<file path="src/rtl/hwd_pkg.sv">
// Shared types for the host watchdog supervisor.
package hwd_pkg;
    // Safety timer phases: waiting for escalation, counting, expired.
    typedef enum logic [1:0] {
        SF_IDLE = 2'd0,
        SF_RUN  = 2'd1,
        SF_DONE = 2'd2
    } safe_state_t;
endpackage

</file>
<file path="src/rtl/hwd_edge.sv">
// Rising-edge detector for the host refresh bit.
// Assumes the level input is synchronous to clk.
module hwd_edge (
    input  logic clk,
    input  logic rst_n,
    input  logic level,
    output logic rise
);
    logic level_q;

    // Remember the previous level of the bit.
    always_ff @(posedge clk) begin
        if (!rst_n) level_q <= 1'b0;
        else        level_q <= level;
    end

    assign rise = level & ~level_q;
endmodule

</file>
<file path="src/rtl/hwd_watchdog.sv">
// Watchdog core: arming latch, tick counter and sticky expiry flag.
// The period is sampled when the count restarts (arm, refresh, expiry).
// A refresh wins over a tick in the same cycle. A period of 0 acts as 1.
module hwd_watchdog #(
    parameter int CNT_W = 16
) (
    input  logic             clk,
    input  logic             rst_n,
    input  logic             tick,
    input  logic             refresh_rise,
    input  logic             cell_above_weak,
    input  logic             recover,
    input  logic [CNT_W-1:0] period,
    output logic             armed,
    output logic             expired,
    output logic             expire_pulse
);
    localparam int EXT_W = CNT_W + 1;

    logic [CNT_W-1:0] cnt_q;
    logic [CNT_W-1:0] per_q;
    logic             arm_now;
    logic             restart;
    logic             hit;

    assign arm_now      = !armed && (refresh_rise || cell_above_weak);
    assign hit          = ({1'b0, cnt_q} + EXT_W'(1)) >= {1'b0, per_q};
    assign expire_pulse = armed && tick && !refresh_rise && hit;
    assign restart      = arm_now || (armed && refresh_rise) || expire_pulse;

    // Arming latch: set once, held until reset.
    always_ff @(posedge clk) begin
        if (!rst_n)       armed <= 1'b0;
        else if (arm_now) armed <= 1'b1;
    end

    // Tick counter with period capture on every restart.
    always_ff @(posedge clk) begin
        if (!rst_n) begin
            cnt_q <= '0;
            per_q <= '0;
        end else if (restart) begin
            cnt_q <= '0;
            per_q <= period;
        end else if (armed && tick) begin
            cnt_q <= cnt_q + CNT_W'(1);
        end
    end

    // Sticky expiry flag, cleared by recovery.
    always_ff @(posedge clk) begin
        if (!rst_n)            expired <= 1'b0;
        else if (recover)      expired <= 1'b0;
        else if (expire_pulse) expired <= 1'b1;
    end
endmodule

</file>
<file path="src/rtl/hwd_safety.sv">
// Safety timer started by an escalation request. It counts ticks up to a
// period sampled at start, then holds a timeout until recovery.
// Start requests are ignored unless the timer is idle.
module hwd_safety
    import hwd_pkg::*;
#(
    parameter int CNT_W = 16
) (
    input  logic             clk,
    input  logic             rst_n,
    input  logic             tick,
    input  logic             start,
    input  logic             recover,
    input  logic [CNT_W-1:0] period,
    output logic             running,
    output logic             timeout
);
    localparam int EXT_W = CNT_W + 1;

    safe_state_t      state_q;
    logic [CNT_W-1:0] cnt_q;
    logic [CNT_W-1:0] per_q;
    logic             hit;

    assign hit = ({1'b0, cnt_q} + EXT_W'(1)) >= {1'b0, per_q};

    // Phase sequencing and tick counting.
    always_ff @(posedge clk) begin
        if (!rst_n) begin
            state_q <= SF_IDLE;
            cnt_q   <= '0;
            per_q   <= '0;
        end else if (recover) begin
            state_q <= SF_IDLE;
            cnt_q   <= '0;
        end else begin
            case (state_q)
                SF_IDLE: if (start) begin
                    state_q <= SF_RUN;
                    cnt_q   <= '0;
                    per_q   <= period;
                end
                SF_RUN: if (tick) begin
                    if (hit) state_q <= SF_DONE;
                    else     cnt_q   <= cnt_q + CNT_W'(1);
                end
                default: state_q <= state_q;
            endcase
        end
    end

    assign running = (state_q == SF_RUN);
    assign timeout = (state_q == SF_DONE);
endmodule

</file>
<file path="src/rtl/host_wdt_supervisor.sv">
// Top level: refresh edge detection, watchdog core and safety escalation.
// Assumes all inputs are synchronous to clk and that tick is a one-cycle enable.
module host_wdt_supervisor #(
    parameter int CNT_W = 16
) (
    input  logic             clk,
    input  logic             rst_n,
    input  logic             tick,
    input  logic             host_refresh,
    input  logic             cell_above_weak,
    input  logic             charger_active,
    input  logic             fault_recover,
    input  logic [CNT_W-1:0] wdt_period,
    input  logic [CNT_W-1:0] safe_period,
    output logic             wdt_armed,
    output logic             wdt_expired,
    output logic             safe_running,
    output logic             safe_timeout
);
    logic refresh_rise;
    logic expire_pulse;
    logic escalate;

    hwd_edge u_edge (
        .clk   (clk),
        .rst_n (rst_n),
        .level (host_refresh),
        .rise  (refresh_rise)
    );

    hwd_watchdog #(.CNT_W(CNT_W)) u_wdt (
        .clk             (clk),
        .rst_n           (rst_n),
        .tick            (tick),
        .refresh_rise    (refresh_rise),
        .cell_above_weak (cell_above_weak),
        .recover         (fault_recover),
        .period          (wdt_period),
        .armed           (wdt_armed),
        .expired         (wdt_expired),
        .expire_pulse    (expire_pulse)
    );

    // Escalate only when the expiry happens during charging.
    assign escalate = expire_pulse && charger_active;

    hwd_safety #(.CNT_W(CNT_W)) u_safe (
        .clk     (clk),
        .rst_n   (rst_n),
        .tick    (tick),
        .start   (escalate),
        .recover (fault_recover),
        .period  (safe_period),
        .running (safe_running),
        .timeout (safe_timeout)
    );
endmodule

</file>
<file path="config.mk">
export PLATFORM = sky130hd
export DESIGN_NAME = host_wdt_supervisor
export DESIGN_NICKNAME = d
export VERILOG_FILES = /design/src/rtl/hwd_pkg.sv /design/src/rtl/hwd_edge.sv /design/src/rtl/hwd_watchdog.sv /design/src/rtl/hwd_safety.sv /design/src/rtl/host_wdt_supervisor.sv
export SDC_FILE = /design/constraint.sdc
export NUM_CORES = 1
export LEC_CHECK = 0
export CAP_MARGIN = 20
export CORE_ASPECT_RATIO = 0.9
export CORE_MARGIN = 4
export CORE_UTILIZATION = 60
export CTS_BUF_LIST = sky130_fd_sc_hd__clkbuf_16
export CTS_CLUSTER_DIAMETER = 100
export DETAILED_ROUTE_END_ITERATION = 8
export PLACE_DENSITY_LB_ADDON = 0.12
export RECOVER_POWER = 50
export SLEW_MARGIN = 10
export SYNTH_ARGS = -nofsm -noshare
export SYNTH_HDL_FRONTEND = slang
export SYNTH_SLANG_ARGS = --single-unit
</file>
<file path="constraint.sdc">
create_clock -name clk -period 9.3 [get_ports clk]
set_input_delay 1.395 -clock clk [delete_from_list [all_inputs] [get_ports clk]]
set_output_delay 1.395 -clock clk [all_outputs]
set_load 0.01 [all_outputs]
</file>
## Yosys cells after proc, flatten, opt, wreduce, memory -nomap -nowiden

Cells that the tools add are included.

| operators by class | value |
|---|---|
| add/sub/neg operators | 4 |
| magnitude comparators | 2 |
| eq/ne operators | 6 |
| muxes and demuxes | 8 |
| bitwise operators | 4 |
| reductions and logical operators | 18 |

Operator list:

| kind | count |
|---|---|
| $mux 16 | 3 |
| $add 16x1->17 const B | 2 |
| $ge 17x16->1 | 2 |
| $add 16x1->16 const B | 2 |
| $pmux 16 s2 | 1 |
| $reduce_and 4->1 | 2 |
| $logic_and 1x1->1 | 6 |
| $mux 2 | 3 |
| $ne 2x2->1 const B | 3 |
| $pmux 2 s2 | 1 |
| $reduce_or 2->1 | 2 |
| $logic_or 1x1->1 | 3 |
| $not 1->1 | 3 |
| $reduce_and 3->1 | 1 |
| $eq 2x1->1 const B | 1 |
| $eq 2x2->1 const B | 1 |
| $logic_not 1->1 | 2 |
| $logic_not 2->1 | 1 |
| $ne 2x1->1 const B | 1 |
| $reduce_bool 2->1 | 1 |
| $and 1x1->1 | 1 |

| word-level totals | value |
|---|---|
| register bits after elaboration | 69 |

## Depth between registers and ports, before layout

| logic depth | value |
|---|---|
| depth in word-level cells | 8 |
| gate-level depth with buffers | 17 |

## Modules after synthesis

From an unflattened synthesis, not the netlist that was laid out.

| unflattened totals | value |
|---|---|
| cells, all modules | 507 |
| area total of the unflattened synthesis | 4224.1 um^2 |

Modules (own cells, without submodules):

| module | times used | cells each | area each (um^2) |
|---|---|---|---|
| hwd_safety | 1 | 251 | 2119.5 |
| hwd_watchdog | 1 | 252 | 2058.2 |
| hwd_edge | 1 | 3 | 40.0 |
| host_wdt_supervisor | 1 | 1 | 6.3 |

## Worst setup path after synthesis

Ideal clock, no wire load.

| path | value |
|---|---|
| path type | register to register |
| start point | register u_wdt.cnt_q[0] |
| end point | register u_safe.cnt_q[12] |
| setup time | 127 ps |
| data arrival time | 3395 ps |
| required time | 9173 ps |
| path slack | 5778 ps |
| cell stages (with the launch flop) | 16 |
| buffers on the path | 2 |
| period minus slack after synthesis | 3522 ps |
| cell sequence | dfxtp_1 > ha_1 > nand3_1 > nor3_2 > and3_1 > xor2_1 > ha_1 > nand4_1 > or4_4 > a31oi_4 > a22oi_2 > a221o_1 > buf_4 > buf_6 > o211ai_2 > o31ai_1 |

| between the ends | value |
|---|---|
| word-level cells in the longest chain between the ends | 6 |

Ends and longest elaborated chain:

| element | RTL line | text |
|---|---|---|
| start, declared | hwd_watchdog.sv:20 | `logic [CNT_W-1:0] cnt_q;` |
| start signal, assigned | hwd_watchdog.sv:46 | `cnt_q <= cnt_q + CNT_W'(1);` |
| $add 16x1->17 | hwd_watchdog.sv:27 | `assign hit = ({1'b0, cnt_q} + EXT_W'(1)) >= {1'b0, per_q};` |
| $ge 17x16->1 | hwd_watchdog.sv:27 |  |
| $logic_and 1x1->1 | hwd_watchdog.sv:28 | `assign expire_pulse = armed && tick && !refresh_rise && hit;` |
| $logic_and 1x1->1 | host_wdt_supervisor.sv:45 | `assign escalate = expire_pulse && charger_active;` |
| $ne 2x2->1 (no source line) | - |  |
| $reduce_and 4->1 (no source line) | - |  |
| end signal, assigned | hwd_safety.sv:45 | `else cnt_q <= cnt_q + CNT_W'(1);` |
| end, declared | hwd_safety.sv:21 | `logic [CNT_W-1:0] cnt_q;` |

No other way between the ends.
A chain may end at the register's enable or synchronous reset.

## Worst setup path in the final report

| path | value |
|---|---|
| start point | register u_wdt.cnt_q[0] |
| end point | register u_wdt.cnt_q[1] |

| between the ends | value |
|---|---|
| word-level cells in the longest chain between the ends | 5 |
| elaborated cells between the ends (all ways) | 6 |
| those cells by class | 2 x add/sub; 1 x order compare; 3 x reduce/logical |

Ends and longest elaborated chain:

| element | RTL line | text |
|---|---|---|
| $add 16x1->17 | hwd_watchdog.sv:27 |  |
| $ge 17x16->1 | hwd_watchdog.sv:27 |  |
| $logic_and 1x1->1 | hwd_watchdog.sv:28 |  |
| $logic_or 1x1->1 | hwd_watchdog.sv:29 | `assign restart = arm_now \|\| (armed && refresh_rise) \|\| expire_pulse;` |
| $reduce_or 2->1 (no source line) | - |  |

Parallel ways exist; a longest one is shown, timed or not.

==> metrics list <==
* Status: completed
- The tightest hold path in the finished design has a slack of about 0.5 ns.
- Number of warnings issued by yosys: 0
- Gates resized during post-CTS repair numbered 0.
* Hold Path Origin: u_safe.cnt_q[1]
* Share of Yosys cell area claimed by the top area cell type: 32.7%
* Min Clock Period, post-route: 5.13 ns
- Input and output buffers added on the ports amount to 42.
* Fmax achieved: 195 MHz
* Clock sinks: 69
- Setup repair after global routing missed its margin: false
- Summed over all failing endpoints, the final setup total negative slack is 0 ns.
- Final setup skew: 0.00877 ns
- Number of nets in the finished design: 592
* Worst Max-Slew Pin Slew: 1.13 ns
- Post-CTS timing repair inserted 0 buffers for setup.
* Largest stage delay on the critical path: 0.97 ns
* Maximum number of pins on one net before global-route repair: 38
* Die extent in x: 96.5 um
* Number of violations reported at the end of detailed-routing iteration 0: 210
- In the post-synthesis netlist, the cell with the most instances is dfxtp_1.
- Worst skew pair latency: around 0.33 ns
- Of all cell types, the one taking the most synthesized area is dfxtp_1.
* Core box area: 6730 um^2
* Number of synthesized register bits: around 70
- The synthesized netlist contains 49 unique library cells.
* Aggregate global routing overflow: 0
- Global-route wire length before repair: 15.8 mm
- Required time at the endpoint of the critical path: ~9.6 ns
- Total clock buffers created by CTS: 9
- Summing over every cut layer, the via total after detailed routing is 3497.
- Row generation in the floorplan step produced 28 rows.
- Final wirelength: 9.51 mm
- Reg-to-Reg End: u_wdt.cnt_q[1]
- Routed vias/inst: around 5.7
- Estimated wirelength of the detail-placed design: approximately 6.6 mm
- Kind of critical path: reg -> reg
- After synthesis, the most frequently instantiated cells are 69 x dfxtp_1, 43 x nor2_1, 38 x inv_1.
- Relative slew slack: 24.7%
- TritonCTS built the clock tree.
- Counting flops with an async set or reset pin after synthesis yields a share of 0%.
* Hold crit path type: reg -> reg
* Source of the worst register-to-register timing path: u_wdt.cnt_q[0]
- The tool flagged a number of max-cap violations equal to 0.
- The critical path contains buffers and inverters numbering 0 combined.
- The number of nets handed over by synthesis was approximately 560.
- Setup slack on the worst reg-to-reg path comes out at between 4 and 5 ns.
- Once layout is complete, the utilization of the core stands at between 70% and 80%.
- Type of element capturing the critical path: flip-flop
- Walking the worst path, the cells encountered are ha_1 > nand3_1 > nor3_1 > and3_1 > xor2_1 > ha_1 > nand4_1 > nor2_1 > a221o_1 > o41ai_1 > and3_1 > nand2_2 > a21oi_1.
- Power spread over the standard cell area amounts to 148 nW/um^2.
* Synth top area cells: dfxtp_1 33%, ha_1 10%, mux2i_1 7.8%
- Counting along the longest clock path gives a buffer depth of 2.
* Number of cells traversed by the worst register-to-register path: 13
* Kind of launch point of the worst setup path: flip-flop
- Sequential element share of the synthesized area: 32.7%
* Count of final hold-check violations: 0
- For this design, the slowest cell found on the critical path is and3_1.
* Number of flops mapped to enable cells by yosys: 0
- In the routed design, unresolved DRC markers number 0.
- Die Ht: 87.7 um
* Die outline area: 8460 um^2
- For this run, the total global-route usage over all layers was measured as approximately a quarter.
- Post-Synthesis Mean Instance Area: 8.70 um^2
- VDD IR max: 127 uV
- Synth-to-Final Area Change: 15.8%
* Initial core utilization: 62.9%
- After detailed routing, the average wire length per cell comes to about 15 um.
* Placer Congestion: 0.928
- At the worst endpoint, the arrival time is 5.38 ns.
- In this run the cell area of the synthesized design comes to 4230 um^2.
- Share of layout cells above drive strength 1: 3.63%
- The worst path uses between 50% and 60% of the clock period.
* Family with the most delay on the worst path: simple AND/OR/NAND/NOR gates
- For this design, the CTS-stage hold fixing added 0 buffers.
- Total setup violations reported at the end of the flow: 0
* Antenna Violating Nets Remaining: 0
- Antenna violations before repair: 0
* CTS H-tree lvls: 3
- Along the worst hold path, the cell count comes to 2.
- Of all nets on the critical path, the largest fanout is 17.
- The number of global-route vias before repair came to 3320.
* Detailed-routing iteration count for the pre-antenna-repair pass: 5
* Dominant register cell in the synthesized netlist: dfxtp_1
- Fillcell total: slightly above 500
- Clock tree synthesis selected as its root buffer the cell clkbuf_16.
* Number of top-level pins: 43
- Worst Hold Path EP: u_safe.cnt_q[1]
- The total count of max-transition violations in the final report was 0.
- Clock-pin transition on the worst setup and hold timing paths: 0.05 ns
- Number of antenna diodes: 0
* P_leak: slightly below 0.002 uW
* Post-synthesis cell count: 486
-- layer usage --
| layer | global-route usage [%] | routed length [um] |
|---|---|---|
| met1 | 35.3 | 4750 |
| met3 | 6.19 | 764 |
| met4 | 7.13 | 148 |
| met2 | 33.8 | 3840 |
| met5 | 0 | 0 |
-- stage by stage --
stage	total power, uW	instance area, um^2	setup slack (ns)	cells
after detailed placement	370	4640	4.68	596
final	726	4900	4.17	614
after floorplan	346	4230	5.78	486
after CTS	731	4950	4.60	612
after global placement	369	4640	4.90	596
after global routing	751	4900	3.77	614
-- flip-flops by register name, indices dropped and copies added, names as in the netlist --
| signal | cells |
|---|---|
| u_safe.state_q | 2 |
| u_wdt.expired | 1 |
| u_safe.per_q | 16 |
| u_wdt.per_q | 16 |
| u_wdt.armed | 1 |
| u_edge.level_q | 1 |
| u_wdt.cnt_q | 16 |
| u_safe.cnt_q | 16 |
-- how the worst max path moves through the flow --
| stage | slack (ns) | depth (start not counted) | to | start |
|---|---|---|---|---|
| finish | 4.17 | 13 | u_wdt.cnt_q[1] | u_wdt.cnt_q[0] |
| global route | 3.77 | 13 | u_wdt.cnt_q[1] | u_wdt.cnt_q[0] |
| CTS | 4.60 | 13 | u_wdt.cnt_q[1] | u_wdt.cnt_q[0] |
| detailed placement | 4.68 | 14 | u_wdt.cnt_q[1] | u_wdt.cnt_q[0] |
| global placement | 4.90 | 14 | u_wdt.cnt_q[1] | u_wdt.cnt_q[0] |
| floorplan | 5.78 | 15 | u_safe.cnt_q[12] | u_wdt.cnt_q[0] |
-- layout by cell type (no fill, tap or decap), types with 17 or more instances in the layout --
master           synthesis  routed
a21oi_1                 17      17
clkdlybuf4s50_1          0      37
dfxtp_1                 69      69
ha_1                    34      34
inv_1                   38      38
mux2i_1                 33      33
nand2_1                 31      31
nand3_1                 23      23
nor2_1                  43      43
nor2b_1                 35      35
xnor2_1                 24      24
xor2_1                  18      18
-- power by group --
part	leakage, uW	internal, uW	switching, uW	total [uW]
Clock	0.000151	233	128	361
Sequential	0.000560	302	3.70	306
Combinational	0.00121	31.0	27.8	58.8
-- cell type report --
cell class	instances	area (um^2)	area share, %
timing repair buffer	45	435	8.89
tap	90	113	2.30
sequential	69	1380	28.2
inverter	38	143	2.91
clock inverter	7	88.8	1.81
clock buffer	9	225	4.60
multi-input combinational	356	2510	51.3
-- cell families (layout without fill, tap and decap cells) --
family	count (synthesis)	count (layout)	synth area share (%)
flip-flops	69	69	32.7
multiplexers	33	33	7.81
buffers and inverters	61	99	6.71
XOR/XNOR	42	42	8.70
AND/OR/NAND/NOR	181	181	22.4
AO/OA/AOI/OAI	66	66	11.7
adder cells (fa/ha/maj)	34	34	10.1
-- worst min-delay path: cells and delay by family (launching register included) --
kind	cells	cell delay [ns]
DFF	1	0.33
AOI/OAI and AO/OA	1	0.05
and+or+nand+nor	1	0.06
No activity file was read; power rests on OpenSTA's default activity.
